## config.mk

```make
export PLATFORM = sky130hd
export DESIGN_NAME = twi_event_irq
export DESIGN_NICKNAME = d
export VERILOG_FILES = /design/src/rtl/twi_irq_pkg.sv /design/src/rtl/twi_irq_status.sv /design/src/rtl/twi_irq_enc.sv /design/src/rtl/twi_irq_regif.sv /design/src/rtl/twi_event_irq.sv
export SDC_FILE = /design/constraint.sdc
export NUM_CORES = 1
export LEC_CHECK = 0
export BUFFER_PORTS_ARGS = -buffer_cell sky130_fd_sc_hd__buf_2
export CAP_MARGIN = 20
export CORE_ASPECT_RATIO = 0.9
export CORE_MARGIN = 1
export CORE_UTILIZATION = 50
export DETAILED_ROUTE_END_ITERATION = 7
export MAX_ROUTING_LAYER = met4
export PLACE_DENSITY = 0.94
export SLEW_MARGIN = 20
export SYNTH_ARGS = -nofsm -noshare
export SYNTH_HDL_FRONTEND = slang
export SYNTH_SLANG_ARGS = --single-unit
```

## constraint.sdc

```tcl
create_clock -name clk -period 3.4 [get_ports clk]
set_clock_uncertainty 0.1 [all_clocks]
set_input_delay 0.68 -clock clk [delete_from_list [all_inputs] [get_ports clk]]
set_output_delay 0.68 -clock clk [all_outputs]
set_load 0.01 [all_outputs]
```

## src/rtl/twi_irq_pkg.sv

```systemverilog
package twi_irq_pkg;
  localparam int DW      = 16;
  localparam int AW      = 2;
  localparam int NUM_VEC = 5;
  localparam int VW      = $clog2(NUM_VEC + 1);
  localparam int BUSY_BIT = 12;
  localparam logic [DW-1:0] LATCH_MASK = 16'h6F1F;
  localparam logic [DW-1:0] IRQ_MASK   = 16'h601F;

  typedef enum logic [AW-1:0] {
    ADR_STATUS = 2'd0,
    ADR_ENABLE = 2'd1,
    ADR_VECTOR = 2'd2,
    ADR_RSVD   = 2'd3
  } reg_addr_e;
endpackage

```

## src/rtl/twi_irq_status.sv

```systemverilog
module twi_irq_status #(
  parameter int              DW    = 16,
  parameter logic [DW-1:0]   LMASK = '1
) (
  input  logic          clk,
  input  logic          rst_n,
  input  logic [DW-1:0] set_i,
  input  logic [DW-1:0] clr_i,
  output logic [DW-1:0] st_o
);
  for (genvar i = 0; i < DW; i++) begin : g_bit
    if (LMASK[i]) begin : g_flop
      logic q;
      always_ff @(posedge clk) begin
        if (!rst_n)        q <= 1'b0;
        else if (set_i[i]) q <= 1'b1;
        else if (clr_i[i]) q <= 1'b0;
      end
      assign st_o[i] = q;
    end else begin : g_tie
      assign st_o[i] = 1'b0;
    end
  end
endmodule

```

## src/rtl/twi_irq_enc.sv

```systemverilog
module twi_irq_enc #(
  parameter int NV = 5,
  parameter int VW = 3
) (
  input  logic [NV-1:0] pend_i,
  output logic [VW-1:0] code_o,
  output logic [NV-1:0] hit_o
);
  always_comb begin
    code_o = '0;
    hit_o  = '0;
    for (int i = NV - 1; i >= 0; i--) begin
      if (pend_i[i]) begin
        code_o = VW'(i + 1);
        hit_o  = NV'(1) << i;
      end
    end
  end
endmodule

```

## src/rtl/twi_irq_regif.sv

```systemverilog
module twi_irq_regif
  import twi_irq_pkg::*;
(
  input  logic               clk,
  input  logic               rst_n,
  input  logic               wr_en_i,
  input  logic               rd_en_i,
  input  logic [AW-1:0]      addr_i,
  input  logic [DW-1:0]      wdata_i,
  input  logic [DW-1:0]      status_i,
  input  logic               busy_i,
  input  logic [VW-1:0]      code_i,
  input  logic [NUM_VEC-1:0] hit_i,
  output logic [DW-1:0]      en_o,
  output logic [DW-1:0]      clr_o,
  output logic               rd_valid_o,
  output logic [DW-1:0]      rdata_o,
  output logic               irq_o
);
  reg_addr_e     sel;
  logic [DW-1:0] view_status;
  logic [DW-1:0] rd_mux;
  logic [DW-1:0] w1c;
  logic [DW-1:0] vclr;

  assign sel = reg_addr_e'(addr_i);

  always_comb begin
    view_status = status_i;
    view_status[BUSY_BIT] = busy_i;
  end

  assign w1c  = (wr_en_i && sel == ADR_STATUS) ? wdata_i : '0;
  assign vclr = (rd_en_i && sel == ADR_VECTOR) ? DW'(hit_i) : '0;
  assign clr_o = (w1c | vclr) & LATCH_MASK;

  always_comb begin
    unique case (sel)
      ADR_STATUS: rd_mux = view_status;
      ADR_ENABLE: rd_mux = en_o;
      ADR_VECTOR: rd_mux = DW'(code_i);
      default:    rd_mux = '0;
    endcase
  end

  always_ff @(posedge clk) begin
    if (!rst_n) begin
      en_o       <= '0;
      rd_valid_o <= 1'b0;
      rdata_o    <= '0;
      irq_o      <= 1'b0;
    end else begin
      if (wr_en_i && sel == ADR_ENABLE) en_o <= wdata_i & IRQ_MASK;
      rd_valid_o <= rd_en_i;
      if (rd_en_i) rdata_o <= rd_mux;
      irq_o <= |(status_i & en_o & IRQ_MASK);
    end
  end
endmodule

```

## src/rtl/twi_event_irq.sv

```systemverilog
module twi_event_irq
  import twi_irq_pkg::*;
(
  input  logic          clk,
  input  logic          rst_n,
  input  logic [15:0]   evt_i,
  input  logic          bus_busy_i,
  input  logic          wr_en_i,
  input  logic          rd_en_i,
  input  logic [1:0]    addr_i,
  input  logic [15:0]   wdata_i,
  output logic          rd_valid_o,
  output logic [15:0]   rdata_o,
  output logic          irq_o
);
  logic [DW-1:0]      status_q;
  logic [DW-1:0]      en_q;
  logic [DW-1:0]      clr;
  logic [NUM_VEC-1:0] pend;
  logic [NUM_VEC-1:0] hit;
  logic [VW-1:0]      code;

  twi_irq_status #(.DW(DW), .LMASK(LATCH_MASK)) u_status (
    .clk   (clk),
    .rst_n (rst_n),
    .set_i (evt_i & LATCH_MASK),
    .clr_i (clr),
    .st_o  (status_q)
  );

  assign pend = status_q[NUM_VEC-1:0] & en_q[NUM_VEC-1:0];

  twi_irq_enc #(.NV(NUM_VEC), .VW(VW)) u_enc (
    .pend_i (pend),
    .code_o (code),
    .hit_o  (hit)
  );

  twi_irq_regif u_regif (
    .clk        (clk),
    .rst_n      (rst_n),
    .wr_en_i    (wr_en_i),
    .rd_en_i    (rd_en_i),
    .addr_i     (addr_i),
    .wdata_i    (wdata_i),
    .status_i   (status_q),
    .busy_i     (bus_busy_i),
    .code_i     (code),
    .hit_i      (hit),
    .en_o       (en_q),
    .clr_o      (clr),
    .rd_valid_o (rd_valid_o),
    .rdata_o    (rdata_o),
    .irq_o      (irq_o)
  );
endmodule

```

==> impl_metrics.toml, run 1 <==
[critical_path]
r2r_cells = 3
crit_end = "u_status.g_bit[4].g_flop.q"
startpoint = "addr_i[0]"
cp_slowest_cell = "nor3b_2"
reg2reg_slack_ns = 2.08
r2r_end = "u_status.g_bit[4].g_flop.q"
r2r_start = "u_regif.en_o[0]"
cpPeakStageDelay_ns = 0.70
end_kind = "register"
cp_cell_sequence = "buf_2, nor3b_2, nand2_1, a21oi_1, a311oi_1"
cp_max_fo = 13
crit_required_ns = 3.50
path_class = "input pin to register"
start_kind = "input pin"
critPathArrivalTime_ns = 1.96

[detailed_routing]
vias = 1325
wirelength_um = 3130
drt_pass1_iterations = 4
vias_per_cell = 5.26
ant_nets = 0
drt_iter0_drc = 36
routedWlPerCell_um = 12.4
drc_errors = 0

[sta]
hold_viol = 0
worstMarginPinSlew_ns = 0.812
fmax_ghz = 0.539
setup_ws_ns = 1.54
slew_violations = 0
setup_violations = 0
fin_crit_ns = 1.86
slew_headroom_pct = 45.6
finalCritPeriodShare_pct = 54.6
setup_tns_ns = 0
rsz0062_at_grt = "no"

[cells_and_area]
multi_input_area_sq_um = 722
n_antenna_cell = 0
drive_gt1_share_pct = 25.0
instances_no_fill = 252
nNetsFinal = 250
fin_util_pct = 61.6
syn_to_final_growth_pct = 16.0
n_fill_cell = 270
regArea_sq_um = 641

[clock_tree]
hold_buffers = 0
clk_pin_slew_worst_paths_ns = 0.10
htree_levels = 2
clk_path_buf_depth = 2
cts.sinks = 32
cts_tree = "built"
postCtsSetupBuffers = 0
clockRootBuffer = "clkbuf_4"
cts_made_buffers = 5
clock_latency_ns = 0.34
cts_resized = 0

[power_and_ir_drop]
powerDensity_mw_per_mm2 = 422
peakVddDrop_mv = 0.258
p_leak_nw = 0.772
finalPower_mw = 0.720

[placement]
io_buffers = 42
place_congestion = 0.888
dp_hpwl_um = 2250
dp.cells = 244
dp_slack_ns = 1.19

[logic_synthesis]
synth_area_per_cell_sq_um = 8.51
ys_warn_count = 0
synth_compound_area_share_pct = 13.4
synth.distinct_cells = 34
synth_edf_count = 0
yosysSeqAreaShare_pct = 43.5
synthAdderAreaFrac_pct = 0
synthMuxAreaShare_pct = 9.52
synth_area_sq_mm = 0.00147
ys_ff_latch = 32
syn_inst = 173
async_flop_share_pct = 0
synth-main-ff-cell = "dfxtp_1"
synth-simple-area-share_pct = 25.1
synth_xor_area_share_pct = 0
synth_top_family_by_area = "simple AND/OR/NAND/NOR gates"

[floorplan]
dieArea_sq_mm = 0.00316
die_y_um = 53.5
core_area_sq_mm = 0.00277
num_rows = 18
dieWidth_um = 59.2
ios = 57
start_util_pct = 53.1

[global_route]
grt-ovfl-total = 0
grt_start_max_net_pins = 28
antenna_found_initial = 0
grt_pass1_wl_um = 4970
grtUsageTotal_pct = 22.8
grt_pass1_vias = 1127

[hold_path]
min_path_cells = 2
hold_path.startpoint = "u_regif.rdata_o[12]"
hold_path.class = "register to register"

[flow_run]
cap_violations = 0

[status]
outcome = "finished clean"
## registers in the layout (all words and copies together) (netlist names)
name and cells:
u_regif.en_o 7, u_regif.irq_o 1, u_regif.rd_valid_o 1, u_regif.rdata_o 12, u_status.g_bit.g_flop.q 11
## worst min-delay path by stage
stage	to	slack, ns
6_report	u_regif.rdata_o[12]	0.37
5_1_grt	u_regif.rdata_o[12]	0.40
4_1_cts	u_regif.rdata_o[12]	0.37
3_5_place_dp	u_regif.rdata_o[12]	0.36
3_3_place_gp	u_regif.rdata_o[12]	0.36
2_1_floorplan	u_status.g_bit[10].g_flop.q	0.35
## logic make-up after synthesis
logic type / Yosys count
DFF: 32
and+or+nand+nor: 74
other: 1
muxes: 14
buffers and inverters: 20
AOI/OAI and AO/OA: 32
## layer usage
layer | global-route usage [%] | routed length [um] | vias up
met5 | - | 0 | -
met4 | 15.9 | 88 | 0
met3 | 6.11 | 162 | 12
met2 | 35.0 | 1430 | 41
met1 | 25.7 | 1440 | 608
li1 | - | - | 664
## through the flow
stage / cell area (sq um) / hold slack [ns]
floorplan: 1480 / 0.352
global placement: 1650 / 0.356
detailed placement: 1650 / 0.358
CTS: 1710 / 0.374
global route: 1710 / 0.399
finish: 1710 / 0.370
## final cells by class
cell class | instances | share of cell area [%]
Inverter | 6 | 1.32
Multi-Input combinational cell | 124 | 42.3
Sequential cell | 32 | 37.5
Tap cell | 40 | 2.93
Timing Repair Buffer | 42 | 12.3
Clock buffer | 6 | 3.01
Clock inverter | 2 | 0.587
## critical path: cells and delay by family
family / cells / cell delay (ns)
AO/OA/AOI/OAI: 2 / 0.25
AND/OR/NAND/NOR: 2 / 0.82
buffers and inverters: 1 / 0.21
## placed cells by master, fill, tap and decap left out, drive strengths merged, types with 2 or more instances in the layout
| cell type | Yosys | layout |
|---|---|---|
| a21oi | 14 | 14 |
| a22oi | 2 | 2 |
| a31oi | 4 | 4 |
| and2 | 6 | 6 |
| buf | 11 | 42 |
| clkbuf | 3 | 6 |
| clkinv | 0 | 2 |
| conb | 1 | 4 |
| dfxtp | 32 | 32 |
| inv | 6 | 6 |
| mux2i | 14 | 14 |
| nand2 | 22 | 22 |
| nand2b | 6 | 6 |
| nand3 | 8 | 8 |
| nand3b | 2 | 2 |
| nor2 | 20 | 20 |
| nor3 | 3 | 3 |
| nor3b | 2 | 2 |
| o21ai | 2 | 2 |
| o22ai | 6 | 6 |
## report_power, final
| group | switching, mW | internal, mW |
|---|---|---|
| clock | 0.130 | 0.0982 |
| sequential | 0.0123 | 0.392 |
| combinational | 0.0490 | 0.0387 |
## synthesized netlist by cell type, types with 4 or more instances
cell type	instances	area, sq um
and2_1	6	37.5
nand2_1	22	82.6
mux2i_1	14	140
o22ai_1	5	31.3
a31oi_1	4	25.0
buf_4	5	37.5
nand3_1	8	40.0
inv_1	6	22.5
nor2_1	20	75.1
nand2b_1	6	37.5
a21oi_1	14	70.1
dfxtp_1	32	641
Note: power is estimated with default switching activity, not from simulation.
==> run 2, diff against run 1 <==
- CORE_UTILIZATION: 50 -> 48
- PLACE_DENSITY: 0.94 -> 0.91
- clock period: 3.4 -> 1.9 ns (I/O delays scaled with it)
==> impl_metrics.toml, run 2 (synthesis results as in run 1) <==
[sta]
setup_tns_ns = 0
fin_crit_ns = 1.35
setup_ws_ns = 0.555
rsz0062_at_grt = "no"
hold_viol = 0
slew_violations = 0
worst_hold_slack_ns = 0.138
setup_violations = 0
fmax_ghz = 0.743
finalCritPeriodShare_pct = 70.8

[detailed_routing]
routedWlPerCell_um = 12.2
drt_iter0_drc = 64
vias = 1313
drc_errors = 0
ant_nets = 0
drt_pass1_iterations = 4
wirelength_um = 3120
vias_per_cell = 5.15

[clock_tree]
hold_buffers = 0
clk_pin_slew_worst_paths_ns = 0.10
htree_levels = 2
cts.sinks = 32
cts_tree = "built"
clk_path_buf_depth = 2
postCtsSetupBuffers = 0
cts_made_buffers = 5
cts_resized = 0
clock_latency_ns = 0.34
clockRootBuffer = "clkbuf_4"

[flow_run]
cap_violations = 0

[placement]
place_congestion = 0.820
dp_slack_ns = 0.294
io_buffers = 42
dp_hpwl_um = 2210

[global_route]
grt_pass1_vias = 1138
grt-ovfl-total = 0
grt_start_max_net_pins = 28
antenna_found_initial = 0
grt_pass1_wl_um = 5050
grtUsageTotal_pct = 22.1

[floorplan]
die_y_um = 54.5
dieWidth_um = 60.4
core_area_sq_mm = 0.00284
num_rows = 18
dieArea_sq_mm = 0.00329
ios = 57
start_util_pct = 51.9

[critical_path]
start_kind = "register"
cpPeakStageDelay_ns = 0.38
r2r_start = "u_regif.en_o[0]"
cp_slowest_cell = "dfxtp_1"
r2r_cells = 3
reg2reg_slack_ns = 0.66
end_kind = "primary output"
critPathTopFamily = "flip-flops"
crit_buf_inv = 1
path_class = "register to primary output"
cp_cell_sequence = "buf_2"
critPathArrivalTime_ns = 0.87
path_depth = 1
r2r_end = "u_status.g_bit[4].g_flop.q"
cp_max_fo = 3
crit_required_ns = 1.42

[hold_path]
hold_path.class = "input pin to register"
hold_path.startpoint = "evt_i[14]"
hold_path_end = "u_status.g_bit[14].g_flop.q"
min_path_cells = 3

[power_and_ir_drop]
powerDensity_mw_per_mm2 = 748
p_leak_nw = 0.781
peakVddDrop_mv = 0.530

[cells_and_area]
largest_register = "u_regif.rdata_o"
n_antenna_cell = 0
drive_gt1_share_pct = 25.1
largest_registers = "u_regif.rdata_o: 12 flops, u_status.g_bit.g_flop.q: 11 flops, u_regif.en_o: 7 flops"
nNetsFinal = 253
syn_to_final_growth_pct = 17.3
fin_util_pct = 60.8
largest_register_ffs = 12
final_common_cell = "buf_2"
final_cell_mix = "buf_2, dfxtp_1, nand2_1"

[status]
outcome = "finished clean"
[run 2: cell types whose count changed in the layout (fill, tap and decap cells not counted)]
cell | before | now
clkinv_2 | 2 | 0
buf_4 | 0 | 3
clkbuf_1 | 0 | 2
[run 2: report_power, final]
part / leakage (nW) / internal (mW) / total [mW] / switching [mW]
Combinational: 0.485 / 0.0723 / 0.160 / 0.0875
Sequential: 0.263 / 0.701 / 0.722 / 0.0208
Clock: 0.0326 / 0.182 / 0.410 / 0.228
Total: 0.781 / 0.956 / 1.29 / 0.336
[run 2: metrics by stage]
stage | area, sq um | power, mW | instances
3_3_place_gp | 1670 | 0.891 | 247
4_1_cts | 1730 | 1.29 | 255
3_5_place_dp | 1670 | 0.897 | 247
5_1_grt | 1730 | 1.35 | 255
6_report | 1730 | 1.29 | 255
2_1_floorplan | 1480 | 0.846 | 176
[run 2: worst max path at each step]
stage / from / endpoint / slack (ns)
2_1_floorplan: addr_i[1] / u_status.g_bit[1].g_flop.q / 0.58
3_3_place_gp: addr_i[0] / u_regif.rdata_o[1] / 0.31
3_5_place_dp: addr_i[0] / u_regif.rdata_o[1] / 0.29
4_1_cts: u_regif.rdata_o[2] / rdata_o[2] / 0.57
5_1_grt: u_regif.rdata_o[2] / rdata_o[2] / 0.53
6_report: u_regif.rdata_o[2] / rdata_o[2] / 0.55
[run 2: per-layer routing]
| layer | track usage [%] | share of wire [%] | up-vias |
|---|---|---|---|
| met5 | - | 0 | - |
| met4 | 6.98 | 1.4 | 0 |
| met3 | 8.27 | 5.4 | 7 |
| met2 | 35.5 | 45 | 38 |
| met1 | 25.7 | 48 | 599 |
| li1 | - | - | 669 |
[run 2: layout make-up]
type | count | area [sq um]
fillers | 254 | 1110
multi-input cells | 124 | 722
flip-flops and latches | 32 | 641
repair buffers | 45 | 233
clock buffers | 8 | 58.8
well taps | 40 | 50.0
inverters | 6 | 22.5
==> run 3, diff against run 2 <==
- clock period: 1.9 -> 1.3 ns (I/O delays scaled with it)
==> impl_metrics.toml, run 3 (synthesis results as in run 1) <==
[status]
outcome = "finished clean"

[critical_path]
cp_slowest_cell = "dfxtp_1"
path_depth = 1
end_kind = "primary output"
path_class = "register to primary output"
start_kind = "register"
critPathArrivalTime_ns = 0.85
crit_required_ns = 0.94
critPathTopFamily = "flip-flops"
r2r_cells = 3
cp_max_fo = 3
cp_cell_sequence = "buf_2"
cpPeakStageDelay_ns = 0.37
crit_buf_inv = 1

[placement]
place_congestion = 0.881
dp.cells = 257
io_buffers = 42
dp_hpwl_um = 2350
dp_slack_ns = -0.0568

[cells_and_area]
largest_registers = "u_regif.rdata_o: 12 flops, u_status.g_bit.g_flop.q: 11 flops, u_regif.en_o: 7 flops"
n_antenna_cell = 0
largest_register_ffs = 12
nNetsFinal = 263
n_fill_cell = 255
final_common_cell = "buf_2"
regArea_sq_um = 641
drive_gt1_share_pct = 29.5
instances_no_fill = 264
largest_register = "u_regif.rdata_o"
syn_to_final_growth_pct = 22.1
final_cell_mix = "buf_2, dfxtp_1, nand2_1"
multi_input_area_sq_um = 729

[clock_tree]
cts_tree = "built"
cts_made_buffers = 5
hold_buffers = 0
cts.sinks = 32
clock_latency_ns = 0.34
clk_path_buf_depth = 2
clk_pin_slew_worst_paths_ns = 0.10
htree_levels = 2
clockRootBuffer = "clkbuf_4"

[detailed_routing]
vias = 1345
ant_nets = 0
drc_errors = 0
wirelength_um = 3110
routedWlPerCell_um = 11.8
drt_pass1_iterations = 4
drt_iter0_drc = 48
vias_per_cell = 5.09

[sta]
slew_violations = 0
setup_ws_ns = 0.0862
worst_hold_slack_ns = 0.0235
setup_tns_ns = 0
fmax_ghz = 0.824
finalCritPeriodShare_pct = 93.4
fin_crit_ns = 1.21
hold_viol = 0
rsz0062_at_grt = "no"
setup_violations = 0

[power_and_ir_drop]
powerDensity_mw_per_mm2 = 1020
p_leak_nw = 0.826
peakVddDrop_mv = 0.594
finalPower_mw = 1.84

[global_route]
grt_pass1_vias = 1123
grt-ovfl-total = 0
grt_pass1_wl_um = 5040
grtUsageTotal_pct = 21.8
grt_start_max_net_pins = 18
antenna_found_initial = 0

[floorplan]
num_rows = 18
dieWidth_um = 60.4
die_y_um = 54.5
dieArea_sq_mm = 0.00329
core_area_sq_mm = 0.00284
ios = 57
start_util_pct = 51.9

[hold_path]
hold_path.class = "input pin to register"
min_path_cells = 3

[flow_run]
cap_violations = 0
==> run 3: changes by cell type in the layout (fill, tap and decap cells not counted), sizes merged <==
| cell | previous run | this run |
|---|---|---|
| buf | 45 | 55 |
| clkbuf | 8 | 6 |
| clkinv | 0 | 1 |
==> run 3: metal layers <==
layer / vias up / GRT usage [%] / wire (um)
met5: - / - / 0
li1: 689 / - / -
met1: 607 / 28.5 / 1490
met2: 43 / 30.8 / 1400
met3: 6 / 5.91 / 158
met4: 0 / 10.9 / 57
==> run 3: area by class of cell <==
cell class | count | share of cell area (%)
Multi-Input combinational cell | 124 | 40.6
Sequential cell | 32 | 35.7
Timing Repair Buffer | 55 | 17.1
Tap cell | 40 | 2.79
Clock buffer | 6 | 2.30
Inverter | 6 | 1.25
Clock inverter | 1 | 0.279
==> run 3: what timing repair did <==
action / in CTS / in global routing
setup buffers: 0 / 0
resized for setup: 0 / 2
endpoints found under the setup margin: 0 / 3
==> run 3: final timing paths <==
path,startpoint,to,slack (ns)
worst min-delay path,evt_i[11],u_status.g_bit[11].g_flop.q,0.02
worst max register to register,u_regif.en_o[0],u_status.g_bit[4].g_flop.q,0.12
worst max-delay path,u_regif.rdata_o[2],rdata_o[2],0.09
worst min register to register,u_regif.rdata_o[12],u_regif.rdata_o[12],0.37
==> run 3: through the flow <==
stage / cell area, sq um / utilization, %
after floorplan: 1480 / -
after global placement: 1740 / 61.4
after detailed placement: 1740 / 61.4
after CTS: 1790 / 63.1
final: 1800 / 63.3
after global routing: 1800 / 63.3
==> run 3: power breakdown <==
part / internal [mW] / switching [mW] / leakage [nW] / total (mW)
sequential: 1.02 / 0.0340 / 0.263 / 1.06
clock: 0.199 / 0.327 / 0.0281 / 0.525
combinational: 0.124 / 0.131 / 0.535 / 0.255
